<file path="config.mk">
export PLATFORM = sky130hd
export DESIGN_NAME = toggle_status_gen
export DESIGN_NICKNAME = d
export VERILOG_FILES = /design/src/rtl/toggle_status_gen.sv
export SDC_FILE = /design/constraint.sdc
export NUM_CORES = 1
export LEC_CHECK = 0
export CAP_MARGIN = 0
export CELL_PAD_IN_SITES_DETAIL_PLACEMENT = 0
export CELL_PAD_IN_SITES_GLOBAL_PLACEMENT = 2
export CORE_MARGIN = 2
export CORE_UTILIZATION = 20
export DETAILED_ROUTE_END_ITERATION = 8
export MAX_ROUTING_LAYER = met4
export PLACE_DENSITY_LB_ADDON = 0.1
export SYNTH_ARGS = -nofsm -noshare
export SYNTH_HDL_FRONTEND = slang
export SYNTH_SLANG_ARGS = --single-unit
</file>
<file path="constraint.sdc">
create_clock -name clk -period 1.65 [get_ports clk]
set_input_delay 0.165 -clock clk [delete_from_list [all_inputs] [get_ports clk]]
set_output_delay 0.165 -clock clk [all_outputs]
set_load 0.05 [all_outputs]
</file>
<file path="src/rtl/toggle_status_gen.sv">
module toggle_status_gen #(
  parameter int SECTORS     = 16,
  parameter int PROT_CYCLES = 100
) (
  input  logic                                    clk,
  input  logic                                    rst_n,
  input  logic                                    rd_stb,
  input  logic [(SECTORS>1?$clog2(SECTORS):1)-1:0] rd_sector,
  input  logic [SECTORS-1:0]                      erase_sel,
  input  logic                                    busy_prog,
  input  logic                                    busy_erase,
  input  logic                                    erase_susp,
  input  logic                                    prot_start,
  input  logic [7:0]                              array_data,
  output logic [7:0]                              status
);
  localparam int SEC_W = (SECTORS > 1) ? $clog2(SECTORS) : 1;
  localparam int CNT_W = $clog2(PROT_CYCLES + 1);

  logic [CNT_W-1:0] win_cnt;
  logic             t6, t2;
  logic             prot_busy, in_sel, tog6, tog2, n6, n2;

  assign prot_busy = (win_cnt != '0);
  assign in_sel    = (int'(rd_sector) < SECTORS) ? erase_sel[rd_sector] : 1'b0;
  assign tog6      = busy_prog | busy_erase | prot_busy;
  assign tog2      = (busy_erase | erase_susp) & in_sel;
  assign n6        = t6 ^ tog6;
  assign n2        = t2 ^ tog2;

  always_ff @(posedge clk) begin
    if (!rst_n) begin
      win_cnt <= '0;
    end else if (prot_start) begin
      win_cnt <= CNT_W'(PROT_CYCLES);
    end else if (prot_busy) begin
      win_cnt <= win_cnt - 1'b1;
    end
  end

  always_ff @(posedge clk) begin
    if (!rst_n) begin
      t6     <= 1'b0;
      t2     <= 1'b0;
      status <= 8'h00;
    end else if (rd_stb) begin
      t6     <= n6;
      t2     <= n2;
      status <= (tog6 | tog2) ? {1'b0, n6, 3'b000, n2, 2'b00} : array_data;
    end
  end

  AST_HOLD_NO_READ: assert property (@(posedge clk) disable iff (!rst_n)
    !rd_stb |=> $stable(status));
  AST_B6_FLIPS: assert property (@(posedge clk) disable iff (!rst_n)
    (rd_stb && (busy_prog || busy_erase)) |=> (status[6] != $past(t6)));
  AST_B2_HOLDS: assert property (@(posedge clk) disable iff (!rst_n)
    (rd_stb && !in_sel) |=> (t2 == $past(t2)));
  AST_SUSP_B6_HOLDS: assert property (@(posedge clk) disable iff (!rst_n)
    (rd_stb && erase_susp && !busy_prog && !busy_erase && !prot_busy) |=> $stable(t6));
  AST_WINDOW_BOUND: assert property (@(posedge clk) disable iff (!rst_n)
    (int'(win_cnt) <= PROT_CYCLES));
  AST_IDLE_PASS: assert property (@(posedge clk) disable iff (!rst_n)
    (rd_stb && !busy_prog && !busy_erase && !erase_susp && !prot_busy) |=> (status == $past(array_data)));
endmodule

</file>
After elaboration in Yosys (flattened, before gate mapping)
Index checks and enable logic that the tools add are counted.
{"block": "totals", "latch_bits": 0, "n_memories": 0, "regBits": 17, "elab_cells": 23, "mem_bits_rw": 0, "mem_bits_ro": 0, "inputBits": 35}
{"block": "classes", "div_mod_pow": 0, "mul": 0, "n_reduce_logical": 3, "n_mux": 5, "magnitude_cmp": 1, "eq_ne": 0, "n_addsub": 1, "bitwise_logic": 8, "shift": 0}
{"cell": "$mux W7", "count": 2}
{"cell": "$mux W8", "count": 1}
{"cell": "$reduce_bool A7 Y1", "count": 1}
{"cell": "$sub A7 B1 Y7 const B", "count": 1}
{"cell": "$lt A4 B5 Y1 const B", "count": 1}
{"cell": "$bmux W1 S4", "count": 1}
{"cell": "$or A1 B1 Y1", "count": 4}
{"cell": "$reduce_bool A2 Y1", "count": 1}
{"cell": "$reduce_or A2 Y1", "count": 1}
{"cell": "$xor A1 B1 Y1", "count": 2}
{"cell": "$and A1 B1 Y1", "count": 1}
{"cell": "$mux W1", "count": 1}
{"cell": "$not A1 Y1", "count": 1}

Logic depth before layout (Yosys ltp)
{"block": "depth", "ltp_word": 5, "depth_mapped": 8, "ltp_nobuf": 7}

Worst setup path before layout
No wires, ideal clock.
{"block": "synth_timing", "path_type": "reg-to-reg", "startpoint": "register win_cnt[0]", "endpoint": "register status[6]", "required_ns": 1.563, "stages_incl_launch_ff": 8, "setup_ns": 0.087, "arrival_ns": 1.715, "setup_slack_ns": -0.152, "n_path_buf": 0, "cell_sequence": "dfxtp_1 > inv_1 > ha_1 > or2b_2 > o311a_1 > a2111oi_0 > o21ai_0 > o31ai_1"}
{"block": "synth_via", "elab_chain_cells": 4, "elab_cells_between_ends": 5}
{"item": "from (decl)", "line": "20", "text": "logic [CNT_W-1:0] win_cnt;"}
{"item": "from (signal assigned)", "line": "35", "text": "win_cnt <= CNT_W'(PROT_CYCLES);"}
{"item": "from (signal assigned)", "line": "37", "text": "win_cnt <= win_cnt - 1'b1;"}
{"item": "$reduce_bool A7 Y1 *", "line": "24", "text": "assign prot_busy = (win_cnt != '0);"}
{"item": "$or A1 B1 Y1 *", "line": "26", "text": "assign tog6 = busy_prog | busy_erase | prot_busy;"}
{"item": "$xor A1 B1 Y1 or $or A1 B1 Y1 (tied branches)", "line": "28, 49"}
{"item": "$mux W8 *", "line": "49", "text": "status <= (tog6 | tog2) ? {1'b0, n6, 3'b000, n2, 2'b00} : array_data;"}
{"item": "to (signal assigned)", "line": "49"}
{"item": "to (decl)", "line": "15", "text": "output logic [7:0] status"}
Mark *: on every way between the ends. The rest lies on a longest branch, timed or not.
A chain may end at the register's enable or synchronous reset.

Worst setup path in the final report
{"block": "layout_timing", "startpoint": "register win_cnt[3]", "endpoint": "register status[6]"}
The elaborated chain is that of the path after synthesis.

==> run metrics <==
number of buffers created by CTS 3; Hold Crit Start status[5]; crit path time final approximately 1700 ps; Core Footprint between 4000 and 5000 sq um; Top FF cell, synth dfxtp_1; dpl hpwl between 2 and 2.5 mm; gpl congestion between 0.7 and 0.8; achievable frequency 0.5723 GHz; Synth area leader dfxtp_1; number of synthesized flops with an enable pin 0; dominant cells by area after synthesis dfxtp_1, mux2i_1, o21ai_0; 1st-pass router iterations 4; worst reg2reg path depth 4; final setup fails 3; WL final 2.825 mm; outcome finished, violations left; Worst EP required around 1800 ps; Area Overhead vs Synth 69.87%; FF+latch count, synth 17; reg2reg start win_cnt[3]; Yosys Warn Count 0; Initial Utilization 0.2079; post-synthesis mux area share 0.08101; period utilisation layout 1.059; xor and xnor area share after synthesis 0.03544; Worst Max-Slew Pin Slew 493.4 ps; failing checks setup timing; num ports between 40 and 50; largest family of logic cells by synthesized area simple AND/OR/NAND/NOR gates; final hold viol count 0; Mean Syn Cell Area approximately 8 sq um; Leakage Power roughly 0.69 nW; DR WL/cell between 10 and 15 um; clk_lat worst skew around 260 ps; adder-cell area share of the yosys netlist 0.01266; Iter 0 DRT Violations 22; fill count roughly 520; DR vias about 1100; vias in the first global route between 1000 and 1500; DIE WIDTH between 70 and 80 um; Placed Instances roughly 240; die height 74.30 um; H-Tree Depth 1; Worst-path clk slew 80 ps; share of cells above drive strength 1 0.2514; Hold Path Stages 2; syn nets about 160; Max clock buf depth 2; max cap viols 0; R2R Path End status[6]; drc violations 0; # diodes 0; Final Max Tran Viols 0; worst vdd ir 0.3971 mV; final antenna-violating net count 0; CTS tree yes; WHS Endpoint status[5]; Overflow after GRT 0; ys async rst share 0; Clock Skew roughly 1.1 ps; Post-DP Area 1600 sq um; Seq/Total Area, Yosys 0.3443; flop-to-flop setup slack -100 ps; Critical Path End Type flip-flop; Hold Crit Class flip-flop to flip-flop; Sink Count 17; Simple-Gate Fraction of Synth Area 0.2937; RSZ-0062 raised after global routing true; Startpoint Class flip-flop; # rows 25; post-synth cell types 36; Setup CP Type flip-flop to flip-flop; GR Util All Layers 0.1141; post-route cell area between 1500 and 2000 sq um; PD cells roughly 730 nW/um^2; Pwr Total between 1 and 1.5 mW; Synth Cell Area approximately 990 sq um; fin cells 250; first-pass GRT wire length around 4.8 mm; area of the die around 5500 sq um; CP arrival 1920 ps; fin worst setup slack -97.34 ps; CTS Root Cell clkbuf_8; # port buffers 42; critical path peak fanout 2; largest net degree at the start of global routing 11; cell count after synthesis about 120; nets@finish between 200 and 250; Slew HR 0.6700; initial antenna violation count 0; via-per-instance ratio roughly 4.4; post-synth top area share 0.3443; post-synthesis compound-gate area fraction 0.1772
[cells by family (layout without fill, tap and decap cells)]
family	after synthesis	in the layout
flip-flops	17	17
buffers and inverters	12	72
AND/OR/NAND/NOR	54	54
multiplexers	8	8
XOR/XNOR	4	4
adder cells (fa/ha/maj)	1	1
AO/OA/AOI/OAI	27	27
[cell usage after synthesis, types with 2 or more instances]
library cell / number
buf_2: 2
and3_2: 2
nor3_1: 5
xor2_1: 2
nor2b_1: 3
a32oi_1: 2
xnor2_1: 2
a21oi_1: 6
inv_1: 6
nand2b_1: 3
mux2i_1: 8
o21ai_0: 10
o211ai_1: 2
dfxtp_1: 17
nand4_1: 3
clkbuf_1: 3
or2_2: 2
nand2_1: 11
nand3_1: 7
nor2_1: 11
[placed cells by master, fill, tap and decap left out, drive strengths merged, types with 3 or more instances in the layout]
| cell type | count |
|---|---|
| nand4 | 3 |
| a21oi | 6 |
| inv | 6 |
| dfxtp | 17 |
| nand3 | 7 |
| o21ai | 10 |
| buf | 26 |
| nor2b | 3 |
| clkdlybuf4s50 | 32 |
| dlygate4sd2 | 4 |
| clkbuf | 3 |
| nor2 | 11 |
| nor3 | 5 |
| nand2 | 11 |
| nand2b | 3 |
| mux2i | 8 |
[where the power goes]
group          total [mW]  internal (mW)  switching (mW)
Combinational       0.429          0.240           0.189
Clock               0.332          0.168           0.164
Sequential          0.466          0.443          0.0227
Total                1.23          0.852           0.376
[routing by layer]
| layer | GRT usage | vias up | routed length [um] |
|---|---|---|---|
| met4 | 0.03373 | 0 | 44 |
| li1 | - | 564 | - |
| met2 | 0.1855 | 19 | 1373 |
| met5 | - | - | 0 |
| met3 | 0.02981 | 4 | 105 |
| met1 | 0.1392 | 506 | 1302 |
[how the worst max path moves through the flow]
stage,startpoint,endpoint,slack (ps),cells after the start
finish,win_cnt[3],status[6],-100,4
floorplan,win_cnt[3],status[6],-20,4
CTS,win_cnt[3],status[6],-100,4
global route,win_cnt[3],status[6],-150,5
global placement,busy_erase,status[6],-480,6
detailed placement,busy_erase,status[6],-480,6
[area by class of cell]
| cell class | instances | area [sq um] | area share |
|---|---|---|---|
| clock inverters | 1 | 5.005 | 0.002981 |
| flip-flops and latches | 17 | 342.8 | 0.2042 |
| well taps | 67 | 83.83 | 0.04993 |
| multi-input cells | 94 | 620.6 | 0.3696 |
| repair buffers | 62 | 563.0 | 0.3353 |
| inverters | 6 | 22.52 | 0.01341 |
| clock buffers | 3 | 41.29 | 0.02459 |
[per-stage QoR]
| stage | utilization | TNS [ps] | hold WS [ps] | setup slack, ps |
|---|---|---|---|---|
| after floorplan | - | -15.29 | 282.4 | -15.29 |
| after global placement | 0.3366 | -3205 | 442.7 | -478.4 |
| after detailed placement | 0.3366 | -3481 | 446.2 | -478.0 |
| after CTS | 0.3466 | -327.6 | 464.4 | -98.27 |
| after global routing | 0.3532 | -1068 | 494.9 | -151.6 |
| final | 0.3532 | -155.8 | 456.6 | -97.34 |
[critical path, cell delays in order, from the launching register on]
cell and delay [ps]:
dfxtp_2 320, or4_4 530, o311a_4 370, a311o_1 270, o31ai_1 170
[flip-flops by register name (all words and copies together) (netlist names)]
register,cells
win_cnt,7
status,8
t2,1
t6,1
[timing repair]
item / CTS / global route
hold buffers: 0 / 0
endpoints found under the setup margin: 9 / 10
pin swaps: 1 / 0
gates resized for setup: 6 / 2
setup buffers: 0 / 2
hold endpoints to repair: 0 / 0
Power figures use the tool's default switching activity.
